### src/rtl/pio_timing_pkg.sv
package pio_timing_pkg;

    localparam int MAX_MODE  = 3;
    localparam int MAX_NS    = 600;
    localparam int NS_W      = $clog2(MAX_NS + 1);
    localparam int DIVISOR   = 1000;
    localparam int DV_W      = $clog2(DIVISOR + 1);
    localparam int CNT_W     = 5;

    typedef enum logic [1:0] {
        F_SETUP  = 2'd0,
        F_ACTIVE = 2'd1,
        F_RECOV  = 2'd2
    } field_e;

    typedef struct packed {
        logic [CNT_W-1:0] addr;
        logic [CNT_W-1:0] data;
        logic [CNT_W-1:0] recov;
    } clk_set_t;

    // Nanosecond figure for one field of one mode; recovery is derived.
    function automatic logic [NS_W-1:0] mode_ns(logic [1:0] m, field_e f);
        int s, a, c;
        case (m)
            2'd0:    begin s = 70; a = 165; c = 600; end
            2'd1:    begin s = 50; a = 125; c = 383; end
            2'd2:    begin s = 30; a = 100; c = 240; end
            default: begin s = 30; a = 80;  c = 180; end
        endcase
        case (f)
            F_SETUP:  return NS_W'(s);
            F_ACTIVE: return NS_W'(a);
            default:  return NS_W'(c - s - a);
        endcase
    endfunction

    function automatic logic [CNT_W-1:0] field_min(field_e f);
        return (f == F_RECOV) ? CNT_W'(2) : CNT_W'(1);
    endfunction

    function automatic logic [CNT_W-1:0] field_max(field_e f);
        case (f)
            F_SETUP:  return CNT_W'(4);
            F_ACTIVE: return CNT_W'(16);
            default:  return CNT_W'(17);
        endcase
    endfunction

    function automatic logic [CNT_W-1:0] clamp_clk(int unsigned q, field_e f);
        if (q < 32'(field_min(f))) return field_min(f);
        if (q > 32'(field_max(f))) return field_max(f);
        return CNT_W'(q);
    endfunction

endpackage

### src/rtl/pio_div.sv
module pio_div #(
    parameter int N    = 18,
    parameter int DV_W = 10
) (
    input  logic            clk,
    input  logic            rst,
    input  logic            go,
    input  logic [N-1:0]    dividend,
    input  logic [DV_W-1:0] divisor,
    output logic [N-1:0]    quot,
    output logic            fin
);
    localparam int CW = $clog2(N + 1);

    logic [N-1:0]    q_r;
    logic [DV_W-1:0] r_r;
    logic [CW-1:0]   cnt;
    logic            run;

    logic [DV_W:0]   shifted;
    logic            take;
    logic [DV_W-1:0] r_next;

    always_comb begin
        shifted = {r_r, q_r[N-1]};
        take    = (shifted >= {1'b0, divisor});
        r_next  = take ? DV_W'(shifted - {1'b0, divisor}) : shifted[DV_W-1:0];
    end

    always_ff @(posedge clk) begin
        if (rst) begin
            q_r <= '0;
            r_r <= '0;
            cnt <= '0;
            run <= 1'b0;
            fin <= 1'b0;
        end else begin
            fin <= 1'b0;
            if (go) begin
                q_r <= dividend;
                r_r <= '0;
                cnt <= CW'(N);
                run <= 1'b1;
            end else if (run) begin
                q_r <= {q_r[N-2:0], take};
                r_r <= r_next;
                cnt <= cnt - 1'b1;
                if (cnt == CW'(1)) begin
                    run <= 1'b0;
                    fin <= 1'b1;
                end
            end
        end
    end

    assign quot = q_r;

endmodule

### src/rtl/pio_pack.sv
module pio_pack
    import pio_timing_pkg::*;
(
    input  clk_set_t    set_a,
    input  clk_set_t    set_b,
    input  logic        pf,
    output logic [7:0]  cyc_a,
    output logic [7:0]  cyc_b,
    output logic [7:0]  misc_o
);
    localparam logic [1:0] RDY_CODE = 2'd0;  // ready wait of 2 clocks

    clk_set_t         sets [2];
    logic [7:0]       cyc [2];
    logic [CNT_W-1:0] ax, ax_m1;

    assign sets[0] = set_a;
    assign sets[1] = set_b;

    for (genvar d = 0; d < 2; d++) begin : g_drv
        logic [CNT_W-1:0] dm1, rm2;
        assign dm1    = sets[d].data - CNT_W'(1);
        assign rm2    = sets[d].recov - CNT_W'(2);
        assign cyc[d] = {dm1[3:0], rm2[3:0]};
    end

    assign ax     = (set_a.addr > set_b.addr) ? set_a.addr : set_b.addr;
    assign ax_m1  = ax - CNT_W'(1);
    assign cyc_a  = cyc[0];
    assign cyc_b  = cyc[1];
    assign misc_o = {1'b0, pf, ax_m1[1:0], 1'b0, RDY_CODE, 1'b0};

endmodule

### src/rtl/pio_clk_conv.sv
module pio_clk_conv
    import pio_timing_pkg::*;
#(
    parameter int FREQ_W = 8
) (
    input  logic              clk,
    input  logic              rst,
    input  logic              start,
    input  logic [2:0]        mode_a,
    input  logic              absent_a,
    input  logic [2:0]        mode_b,
    input  logic              absent_b,
    input  logic [FREQ_W-1:0] bus_mhz,
    input  logic              prefetch_en,
    output logic              busy,
    output logic              done,
    output logic [7:0]        cycle_a,
    output logic [7:0]        cycle_b,
    output logic [7:0]        misc
);
    localparam int DIV_W  = $clog2(MAX_NS * ((1 << FREQ_W) - 1) + DIVISOR);
    localparam int LAST_I = 5;

    typedef enum logic [1:0] {S_IDLE, S_PREP, S_WAIT, S_FIN} state_e;

    state_e            state;
    logic [2:0]        idx;
    logic [1:0]        m_r [2];
    logic [1:0]        ab_r;
    logic [FREQ_W-1:0] f_r;
    logic              pf_r;
    clk_set_t          res [2];

    logic              drv;
    field_e            fld;
    logic [DIV_W-1:0]  dvd;
    logic [DIV_W-1:0]  quot;
    logic              div_go, div_fin;
    logic [CNT_W-1:0]  min_v, clamped;
    logic [7:0]        pk_a, pk_b, pk_m;

    function automatic logic [1:0] sat_mode(logic [2:0] m);
        return (m > 3'(MAX_MODE)) ? 2'(MAX_MODE) : m[1:0];
    endfunction

    always_comb begin
        drv     = (idx >= 3'd3);
        fld     = field_e'(drv ? 2'(idx - 3'd3) : idx[1:0]);
        dvd     = DIV_W'(mode_ns(m_r[drv], fld)) * DIV_W'(f_r) + DIV_W'(DIVISOR - 1);
        div_go  = (state == S_PREP) && !ab_r[drv];
        min_v   = field_min(fld);
        clamped = clamp_clk(32'(quot), fld);
    end

    pio_div #(.N(DIV_W), .DV_W(DV_W)) u_div (
        .clk      (clk),
        .rst      (rst),
        .go       (div_go),
        .dividend (dvd),
        .divisor  (DV_W'(DIVISOR)),
        .quot     (quot),
        .fin      (div_fin)
    );

    pio_pack u_pack (
        .set_a  (res[0]),
        .set_b  (res[1]),
        .pf     (pf_r),
        .cyc_a  (pk_a),
        .cyc_b  (pk_b),
        .misc_o (pk_m)
    );

    function automatic clk_set_t put(clk_set_t s, field_e f, logic [CNT_W-1:0] v);
        clk_set_t o = s;
        case (f)
            F_SETUP:  o.addr  = v;
            F_ACTIVE: o.data  = v;
            default:  o.recov = v;
        endcase
        return o;
    endfunction

    always_ff @(posedge clk) begin
        if (rst) begin
            state   <= S_IDLE;
            idx     <= '0;
            m_r[0]  <= '0;
            m_r[1]  <= '0;
            ab_r    <= '0;
            f_r     <= '0;
            pf_r    <= 1'b0;
            res[0]  <= '0;
            res[1]  <= '0;
            done    <= 1'b0;
            cycle_a <= '0;
            cycle_b <= '0;
            misc    <= '0;
        end else begin
            done <= 1'b0;
            case (state)
                S_IDLE: if (start) begin
                    m_r[0] <= sat_mode(mode_a);
                    m_r[1] <= sat_mode(mode_b);
                    ab_r   <= {absent_b, absent_a};
                    f_r    <= bus_mhz;
                    pf_r   <= prefetch_en;
                    idx    <= '0;
                    state  <= S_PREP;
                end
                S_PREP: begin
                    if (ab_r[drv]) begin
                        res[drv] <= put(res[drv], fld, min_v);
                        idx      <= idx + 1'b1;
                        state    <= (idx == 3'(LAST_I)) ? S_FIN : S_PREP;
                    end else begin
                        state <= S_WAIT;
                    end
                end
                S_WAIT: if (div_fin) begin
                    res[drv] <= put(res[drv], fld, clamped);
                    idx      <= idx + 1'b1;
                    state    <= (idx == 3'(LAST_I)) ? S_FIN : S_PREP;
                end
                default: begin
                    cycle_a <= pk_a;
                    cycle_b <= pk_b;
                    misc    <= pk_m;
                    done    <= 1'b1;
                    state   <= S_IDLE;
                end
            endcase
        end
    end

    assign busy = (state != S_IDLE);

endmodule

### config.mk
export PLATFORM = sky130hd
export DESIGN_NAME = pio_clk_conv
export DESIGN_NICKNAME = d
export VERILOG_FILES = /design/src/rtl/pio_timing_pkg.sv /design/src/rtl/pio_div.sv /design/src/rtl/pio_pack.sv /design/src/rtl/pio_clk_conv.sv
export SDC_FILE = /design/constraint.sdc
export NUM_CORES = 1
export LEC_CHECK = 0
export BUFFER_PORTS_ARGS = -buffer_cell sky130_fd_sc_hd__buf_2
export CORE_UTILIZATION = 55
export CTS_CLUSTER_DIAMETER = 30
export CTS_CLUSTER_SIZE = 8
export DETAILED_ROUTE_END_ITERATION = 8
export PLACE_DENSITY = 0.86
export SLEW_MARGIN = 40
export SYNTH_ARGS = -nofsm -noshare
export SYNTH_HDL_FRONTEND = slang
export SYNTH_SLANG_ARGS = --single-unit
### constraint.sdc
create_clock -name clk -period 5.88 [get_ports clk]
set_clock_uncertainty 0.05 [all_clocks]
set_input_delay 0.588 -clock clk [delete_from_list [all_inputs] [get_ports clk]]
set_output_delay 0.588 -clock clk [all_outputs]
set_load 0.01 [all_outputs]
==> summary.md, run 1 <==
| Metric | Value |
|---|---|
| Outcome | finished, violations left |
| Failing checks | negative setup slack |
| Wire per inst | ~17 µm |
| Final Setup Violations | 3 |
| Num CTS Buffers | 9 |
| Initial DRC Count | about 640 |
| Largest net degree at the start of global routing | 57 |
| Clock buffer depth | 2 |
| GRT overflow | 0 |
| CTS tree | built |
| Syn-to-layout area delta | 18.1% |
| Dpl hpwl | about 13 mm |
| Hold path startpoint | bus_mhz[5] |
| WP data required | between 6 and 7 ns |
| Post-route ant nets | 0 |
| Global Route Usage Sum | between 20% and 30% |
| CP Class | reg2reg |
| Share of layout cells above drive strength 1 | ~20% |
| Synth unique cells | 69 |
| Worst setup SP type | flip-flop |
| DRC | 0 |
| First-pass GRT wire length | 29.7 mm |
| Hold Path Class | in2reg |
| I/O Buffers | 40 |
| Max_slew headroom | between 40% and 50% |
| Yosys warns | 0 |
| #FFs+latches synth | just over 100 |
| Vias/cell | 5.83 |
| Max Freq | 0.167 GHz |
| Chip Width | 121 µm |
| Htree depth | 3 |
| Clk pin slew, worst setup/hold paths | around 0.070 ns |
| GPL Wtd Cong | 0.910 |
| Max-cap check violation count | 0 |
| Crit path DAT | slightly above 6 ns |
| CTS Sinks | 101 |
| Setup TNS | -0.198 ns |
| Worst Setup SP | idx[1] |
| Final-stage net count | between 1000 and 1500 |
| Post-synth EDFFs | 30 |
| Worst reg2reg path startpoint | idx[1] |
| Power Total | ~4700 µW |
| Vias in the first global route | around 6300 |
| Routed WL | a little under 20 mm |
| RSZ-0062 raised after global routing | yes |
| Ports | 46 |
| Layout Utilization | between 60% and 70% |
| Max Transition Viols Final | 0 |
| Largest cells by area after synthesis | dfxtp_1, fa_1, edfxtp_1 |
| Synthesized area | roughly 7800 µm² |
| Row cnt | 43 |
| Min setup slack post-route | -0.120 ns |
| Initial Util | around 57% |
| Final hold vios | 0 |
| Cell accounting for the most synthesized area | dfxtp_1 |
| CTS Root Cell | clkbuf_16 |
| Syn Area/Cell | between 9 and 10 µm² |
| Final Critical Period | ~6 ns |
| DR pass1 iterations | 5 |
| Worst skew pair latency | 0.35 ns |
| CP max FO | 7 |
| Via count | around 6600 |
| PwrDens | slightly above 500 nW/µm² |
| P_leak | approximately 0.0041 µW |
| Ys async rst share | 0% |
| Sequential area share after synthesis | between 20% and 30% |
| Max rail drop VDD | slightly above 300 µV |
| CP Capture Type | flip-flop |
| Post-synth top area share | between 10% and 20% |
| Core box area | between 10000 and 15000 µm² |
| Hold path depth | 2 |
| Worst reg-to-reg path cell count | 24 |
| N_diodes | 0 |
| Final period utilization | 102% |
| Post-synthesis cell count | 871 |
| Die ar. | roughly 15000 µm² |
| Top FF cell, synth | dfxtp_1 |
| Worst Tran Pin Value | 0.810 ns |
| Count leader, synth | inv_1 |
| Initial antenna violation count | 0 |
| Die Ht | 121 µm |
| Synth top cells by count | inv_1, nand2_1, nor2_1 |
cell type report:
class	count	area [µm²]
repair buffers	101	692
fillers	986	4620
clock inverters	5	63.8
flip-flops and latches	101	2320
inverters	111	419
well taps	180	225
multi-input cells	627	5280
clock buffers	11	254
flip-flops by register name, indices dropped and copies added, names as in the netlist, 4 cells and up:
signal	count
f_r	8
cycle_b	8
u_div.cnt	5
u_div.r_r	10
m_r	4
u_div.quot	18
cycle_a	8
res	26
power by group:
group          switching, µW  total (µW)  internal [µW]
clock                    276         637            362
combinational           1750        3120           1370
sequential               128         960            832
layer usage:
| layer | GRT usage (%) | up-vias | routed length, µm |
|---|---|---|---|
| met3 | 5.50 | 72 | 1370 |
| met1 | 31.6 | 3156 | 7730 |
| met4 | 10.1 | 0 | 645 |
| met2 | 43.5 | 307 | 10000 |
| li1 | - | 3090 | - |
| met5 | 0 | - | 0 |
logic make-up (layout without fill, tap and decap cells):
| group | Yosys count | after routing | share of synthesized area (%) |
|---|---|---|---|
| AND/OR/NAND/NOR | 294 | 294 | 18.2 |
| buffers and inverters | 154 | 228 | 8.06 |
| other | 2 | 13 | 0.0957 |
| AO/OA/AOI/OAI | 150 | 150 | 13.8 |
| multiplexers | 29 | 29 | 3.96 |
| XOR/XNOR | 25 | 25 | 2.79 |
| flip-flops | 101 | 101 | 29.6 |
| adder cells (fa/ha/maj) | 116 | 116 | 23.5 |
critical path, cell delays in order (launching register included):
cell	delay, ns
dfxtp_2	0.34
ha_4	0.16
ha_4	0.17
a211oi_4	0.22
mux2i_2	0.28
buf_4	0.19
o22ai_4	0.08
a211oi_4	0.28
buf_12	0.17
buf_6	0.10
nand2_2	0.05
fa_1	0.48
fa_1	0.51
inv_2	0.04
fa_1	0.53
inv_1	0.05
fa_1	0.50
inv_2	0.05
ha_4	0.26
and3_4	0.18
a221oi_4	0.06
o211a_1	0.26
or3_4	0.42
mux2i_1	0.13
or3_1	0.32
through the flow:
stage / std cells / hold WS (ns) / instance area [µm²] / setup WS [ns]
floorplan: 882 / 0.385 / 7990 / -0.0660
global placement: 1097 / 0.405 / 8500 / 0.0332
detailed placement: 1097 / 0.417 / 8500 / -0.131
CTS: 1120 / 0.386 / 8990 / -0.0380
global route: 1136 / 0.394 / 9260 / -0.269
finish: 1136 / 0.388 / 9260 / -0.120
cells in the final DEF, fill, tap and decap left out, types with 32 or more instances in the layout:
cell,n
nand2_1,78
fa_1,51
buf_2,41
dfxtp_1,69
ha_1,54
inv_1,105
buf_4,55
a211oi_1,32
and2_1,33
nor2_1,80
final timing paths:
check / end / slack (ns)
setup / recovery: u_div.quot[14] / -0.12
hold / removal: f_r[5] / 0.39
setup reg to reg: u_div.quot[14] / -0.12
hold reg to reg: cycle_b[1] / 0.43
timing repair:
| item | CTS | global route |
|---|---|---|
| setup endpoints to repair | 3 | 9 |
| buffers inserted | 7 | 20 |
| gates resized for setup | 15 | 45 |
| pin swaps | 12 | 38 |
| cloned | 1 | 0 |
| hold endpoints to repair | 0 | 0 |
| hold buffers | 0 | 0 |
Power figures use the tool's default switching activity.
==> run 2, diff against run 1 <==
--- a/config.mk
+++ b/config.mk
@@ -10,8 +10,7 @@
 export CTS_CLUSTER_DIAMETER = 30
 export CTS_CLUSTER_SIZE = 8
 export DETAILED_ROUTE_END_ITERATION = 8
-export PLACE_DENSITY = 0.86
-export SLEW_MARGIN = 40
+export PLACE_DENSITY = 0.83
 export SYNTH_ARGS = -nofsm -noshare
 export SYNTH_HDL_FRONTEND = slang
 export SYNTH_SLANG_ARGS = --single-unit
==> constraint.sdc (replaced) <==
create_clock -name clk -period 5.8 [get_ports clk]
set_clock_uncertainty 0.05 [all_clocks]
set_input_delay 0.58 -clock clk [delete_from_list [all_inputs] [get_ports clk]]
set_output_delay 0.58 -clock clk [all_outputs]
set_load 0.01 [all_outputs]
==> run 2 against run 1 <==
Effect of this change:
- the run still ends with negative setup slack left
- largest cell class unchanged
- hold slack improved by 0.00057 ns
- via count fell by 3.8%
- global-route usage fell by 1.4 points
- critical path type unchanged
==> summary.md, run 2 (synthesis gave the netlist of run 1 again) <==
| Metric | Value |
|---|---|
| Non-Filler Instances | 1149 |
| Failing checks | negative setup slack |
| GRT overflow | 0 |
| Layout Utilization | around two thirds |
| Chip Width | about 120 µm |
| DRC | 0 |
| Max_slew headroom | roughly 46% |
| Worst skew pair latency | 0.35 ns |
| PwrDens | 497 nW/µm² |
| CTS Sinks | just over 100 |
| Final period utilization | 101% |
| Min setup slack post-route | -0.0820 ns |
| Comb power frac | approximately two thirds |
| Die ar. | approximately 15000 µm² |
| Htree depth | 3 |
| Most common cell after layout, fill and taps aside | inv_1 |
| Row cnt | between 40 and 50 |
| Final hold vios | 0 |
| P_leak | 0.00411 µW |
| Initial antenna violation count | 0 |
| Largest register FFs | 26 |
| Final Setup Violations | 3 |
| CTS tree | built |
| Post-route ant nets | 0 |
| WP data required | about 6.0 ns |
| Worst Tran Pin Value | about 0.81 ns |
| Power share of the clock group | 12.5% |
| Switching Fraction | between 40% and 50% |
| Master of the slowest instance on the critical path | fa_1 |
| I/O Buffers | 40 |
| Share of layout cells above drive strength 1 | between 20% and 30% |
| Reg power frac | about a fifth |
| Max-cap check violation count | 0 |
| Placed cell count | between 1000 and 1500 |
| Outcome | finished, violations left |
| Ports | 46 |
| Num CTS Buffers | 9 |
| GPL Wtd Cong | 0.945 |
| Initial Util | 56.5% |
| Core box area | roughly 14000 µm² |
| Hold Path Class | in2reg |
| Via count | roughly 6400 |
| CP Capture Type | flip-flop |
| Most frequent cells in the layout | inv_1, nor2_1, nand2_1, dfxtp_1, buf_4 |
| Top reg by flops | res |
| Largest net degree at the start of global routing | 57 |
| Crit path DAT | 6.06 ns |
| Final Critical Period | a little under 6 ns |
| CP peak stage delay | 0.52 ns |
| Routed WL | between 15 and 20 mm |
| Max Freq | 0.170 GHz |
| CP Cell Sequence | ha_4 > ha_4 > buf_12 > or3_4 > mux2i_4 > buf_4 > mux2i_4 > buf_6 > nand2_1 > fa_1 > inv_1 > fa_1 > fa_1 > inv_1 > fa_1 > inv_1 > ha_4 > nand2_1 > o211a_1 > or3_4 > mux2i_1 > or3_1 |
| Global Route Usage Sum | roughly 24% |
| RSZ-0062 raised after global routing | yes |
| Vias/cell | 5.55 |
| Worst hold margin | about 0.4 ns |
| CP Class | reg2reg |
| Max Transition Viols Final | 0 |
| Syn-to-layout area delta | 18.3% |
| Clock buffer depth | 2 |
| Die Ht | 121 µm |
| Dpl cell area | 8650 µm² |
| Critical path's top delay family | adder cells |
| N_diodes | 0 |
| Final-stage net count | 1100 |
| Design Area, Final | between 9000 and 10000 µm² |
| Max rail drop VDD | about 310 µV |
| CP max FO | 6 |
| Sw power | between 2000 and 2500 µW |
| CP bufs+invs | 6 |
| Dpl hpwl | 12.8 mm |
| Vias in the first global route | 6134 |
| Clk pin slew, worst setup/hold paths | 0.07 ns |
| # hold bufs at CTS | 0 |
| Most frequent CP cell | fa_1 |
| Wire per inst | ~15 µm |
| CTS Root Cell | clkbuf_16 |
| Power Internal | around 2600 µW |
| Worst setup SP type | flip-flop |
| First-pass GRT wire length | ~28 mm |
| DR pass1 iterations | 5 |
| Initial DRC Count | about 410 |
[run 2: cell types whose count changed in the layout (fill, tap and decap cells not counted), moves of 3 or more]
| cell | previous run | this run |
|---|---|---|
| inv_4 | 1 | 4 |
| inv_1 | 105 | 101 |
| ha_4 | 8 | 11 |
| buf_4 | 55 | 69 |
| inv_2 | 5 | 9 |
| nand2_2 | 5 | 8 |
| o21ai_2 | 4 | 1 |
| o21ai_1 | 2 | 5 |
[run 2: area by class of cell]
| cell class | count | area (µm²) |
|---|---|---|
| Clock buffer | 11 | 243 |
| Clock inverter | 5 | 38.8 |
| Fill cell | 1029 | 4600 |
| Inverter | 111 | 419 |
| Multi-Input combinational cell | 627 | 5250 |
| Sequential cell | 101 | 2320 |
| Tap cell | 180 | 225 |
| Timing Repair Buffer | 114 | 783 |
[run 2: power groups by stage]
stage	Sequential, µW	Combinational [µW]	Clock, µW
after global placement	988	2530	0
after floorplan	930	1850	0
final	983	3050	577
after CTS	980	2780	582
after detailed placement	993	2610	0
after global routing	1000	3360	611
[run 2: path summary, 6_finish.rpt]
| path | start | slack [ns] | cells past startpoint | to |
|---|---|---|---|---|
| setup reg to reg | idx[0] | -0.08 | 22 | u_div.quot[14] |
| hold / removal | absent_a | 0.39 | 2 | ab_r[0] |
| setup / recovery | idx[0] | -0.08 | 22 | u_div.quot[14] |
| hold reg to reg | res[1][1] | 0.41 | 1 | cycle_b[1] |
[run 2: per-stage QoR]
| stage | setup WS [ns] | TNS, ns | total power, µW |
|---|---|---|---|
| 4_1_cts | -0.0554 | -0.101 | 4340 |
| 3_5_place_dp | -0.187 | -0.561 | 3600 |
| 5_1_grt | -0.272 | -1.36 | 4970 |
| 3_3_place_gp | -0.0636 | -0.106 | 3510 |
| 6_report | -0.0820 | -0.173 | 4610 |
| 2_1_floorplan | -0.146 | -0.146 | 2780 |
[run 2: repair_timing]
item / in CTS / in global routing
gates cloned: 0 / 0
pin swaps: 34 / 18
buffers inserted: 11 / 4
setup endpoints to repair: 6 / 10
gates resized for setup: 30 / 25
[run 2: routing by layer]
layer | GRT usage [%] | up-vias | wire length, µm
li1 | - | 3125 | -
met1 | 31.7 | 3022 | 7590
met2 | 40.4 | 195 | 8460
met3 | 5.08 | 32 | 976
met4 | 7.02 | 0 | 359
met5 | 0 | - | 0
==> run 3, diff against run 2 <==
==> constraint.sdc (replaced) <==
create_clock -name clk -period 5.7 [get_ports clk]
set_clock_uncertainty 0.05 [all_clocks]
set_input_delay 0.57 -clock clk [delete_from_list [all_inputs] [get_ports clk]]
set_output_delay 0.57 -clock clk [all_outputs]
set_load 0.01 [all_outputs]
==> run 3 against run 2 <==
Effect of this change:
- the run still ends with negative setup slack left
- largest cell class unchanged
- via count decreased by 0.11%
- count of clock-buffer cells in the layout decreased by 2
- largest power group unchanged
- hold slack got worse by 0.021 ns
- register-to-register slack got worse by 0.07 ns
==> summary.md, run 3 (synthesis gave the netlist of run 1 again) <==
| Metric | Value |
|---|---|
| Outcome | finished, violations left |
| Failing checks | negative setup slack |
| Sequential cell area | approximately 2300 µm² |
| Layout Utilization | between 60% and 70% |
| Vias in the first global route | 5968 |
| Post-route ant nets | 0 |
| Worst skew pair latency | around 0.36 ns |
| Largest net degree at the start of global routing | 57 |
| DP Worst Slack | -0.282 ns |
| Final Critical Period | just under 6 ns |
| P_leak | approximately 0.0041 µW |
| Wire per inst | 15.2 µm |
| RSZ-0062 raised after global routing | yes |
| CP bufs+invs | 4 |
| CP max FO | 8 |
| CTS Sinks | slightly above 100 |
| CP Cell Sequence | ha_4 > ha_4 > a211oi_4 > mux2i_2 > buf_6 > nand2b_4 > nor2b_4 > a211oi_2 > buf_4 > and2_4 > fa_1 > fa_1 > fa_1 > inv_1 > fa_1 > inv_2 > ha_4 > nand2_2 > o211a_1 > or3_4 > mux2i_1 > or3_1 |
| Die ar. | around 15000 µm² |
| PwrDens | between 500 and 600 nW/µm² |
| Final-stage net count | 1094 |
| Chip Width | approximately 120 µm |
| Dpl cell area | between 8000 and 9000 µm² |
| Final hold vios | 0 |
| Ports | 46 |
| Worst setup SP type | flip-flop |
| Row cnt | 43 |
| I/O Buffers | 40 |
| Area of the multi-input gates | roughly 5300 µm² |
| Most frequent CP cell | fa_1 |
| DRC | 0 |
| Most frequent cells in the layout | inv_1, nor2_1, nand2_1, dfxtp_1, buf_4 |
| Initial Util | between 50 and 60% |
| Crit path DAT | a little over 6 ns |
| Syn-to-layout area delta | 18.4% |
| Top reg by flops | res |
| Htree depth | 3 |
| Max-cap check violation count | 0 |
| Initial DRC Count | roughly 400 |
| Most common cell after layout, fill and taps aside | inv_1 |
| CTS Root Cell | clkbuf_16 |
| Vias/cell | 5.57 |
| GPL Wtd Cong | approximately 0.9 |
| Hold Path Class | in2reg |
| Master of the slowest instance on the critical path | fa_1 |
| First-pass GRT wire length | 28.3 mm |
| GRT overflow | 0 |
| Min setup slack post-route | -0.152 ns |
| Share of layout cells above drive strength 1 | 20.6% |
| Die Ht | roughly 120 µm |
| CP Capture Type | flip-flop |
| CP peak stage delay | approximately 0.55 ns |
| Max Transition Viols Final | 0 |
| CP Class | reg2reg |
| Via count | 6367 |
| Clk pin slew, worst setup/hold paths | about 0.080 ns |
| # hold bufs at CTS | 0 |
| Final Setup Violations | 2 |
| CTS tree | built |
| Initial antenna violation count | 0 |
| Core box area | roughly 14000 µm² |
| Design Area, Final | a little over 9000 µm² |
| N_diodes | 0 |
| Placed cell count | 1120 |
| Worst Tran Pin Value | 0.738 ns |
| DR pass1 iterations | 6 |
| Largest register FFs | 26 |
| Max rail drop VDD | between 300 and 400 µV |
| WP data required | between 5 and 6 ns |
| Dpl hpwl | ~13 mm |
| Global Route Usage Sum | about a quarter |
| Fillcell total | around 1000 |
| Critical path's top delay family | adder cells |
| Routed WL | 17.4 mm |
| Max Freq | approximately 0.17 GHz |
| Num CTS Buffers | 9 |
| Final period utilization | 103% |
| Clock buffer depth | 2 |
| Non-Filler Instances | ~1100 |
| Max_slew headroom | around half |
==> run 3: metrics by stage <==
stage	hold WS, ns	power, µW	TNS (ns)
after floorplan	0.385	2830	-0.314
after global placement	0.399	3570	-0.354
after detailed placement	0.410	3660	-0.936
after CTS	0.361	4510	-0.222
after global routing	0.362	5160	-1.56
final	0.367	4780	-0.266
==> run 3: metal layers <==
metal	routed length (µm)	part of all wire (%)	GRT usage, %	vias up
met5	0	0	0	-
met4	393	2.3	6.64	0
met3	984	5.7	4.56	36
met2	8350	48	40.3	213
met1	7680	44	32.2	3020
li1	-	-	-	3098
==> run 3: path summary, 6_finish.rpt <==
check	start	endpoint	slack, ns	depth (start not counted)
hold / removal	absent_b	ab_r[1]	0.37	2
setup reg to reg	idx[1]	u_div.quot[14]	-0.15	22
setup / recovery	idx[1]	u_div.quot[14]	-0.15	22
hold reg to reg	res[0][1]	cycle_a[1]	0.41	1
==> run 3: what timing repair did <==
item | in CTS | in global routing
setup buffers | 6 | 1
setup endpoints to repair | 8 | 11
gates resized for setup | 28 | 30
pin swaps | 23 | 24
==> run 3: final cells by class <==
cell class	instances	area share, %
inverters	111	4.51
repair buffers	108	8.07
multi-input cells	627	56.6
clock inverters	7	0.997
flip-flops and latches	101	25.0
well taps	180	2.42
clock buffers	9	2.42
==> run 3: where the power goes <==
| group | leakage [µW] | switching [µW] | total (µW) | internal [µW] |
|---|---|---|---|---|
| clock | 0.000155 | 297 | 649 | 352 |
| combinational | 0.00309 | 1690 | 3150 | 1460 |
| sequential | 0.000891 | 122 | 980 | 858 |
| total | 0.00413 | 2110 | 4780 | 2670 |
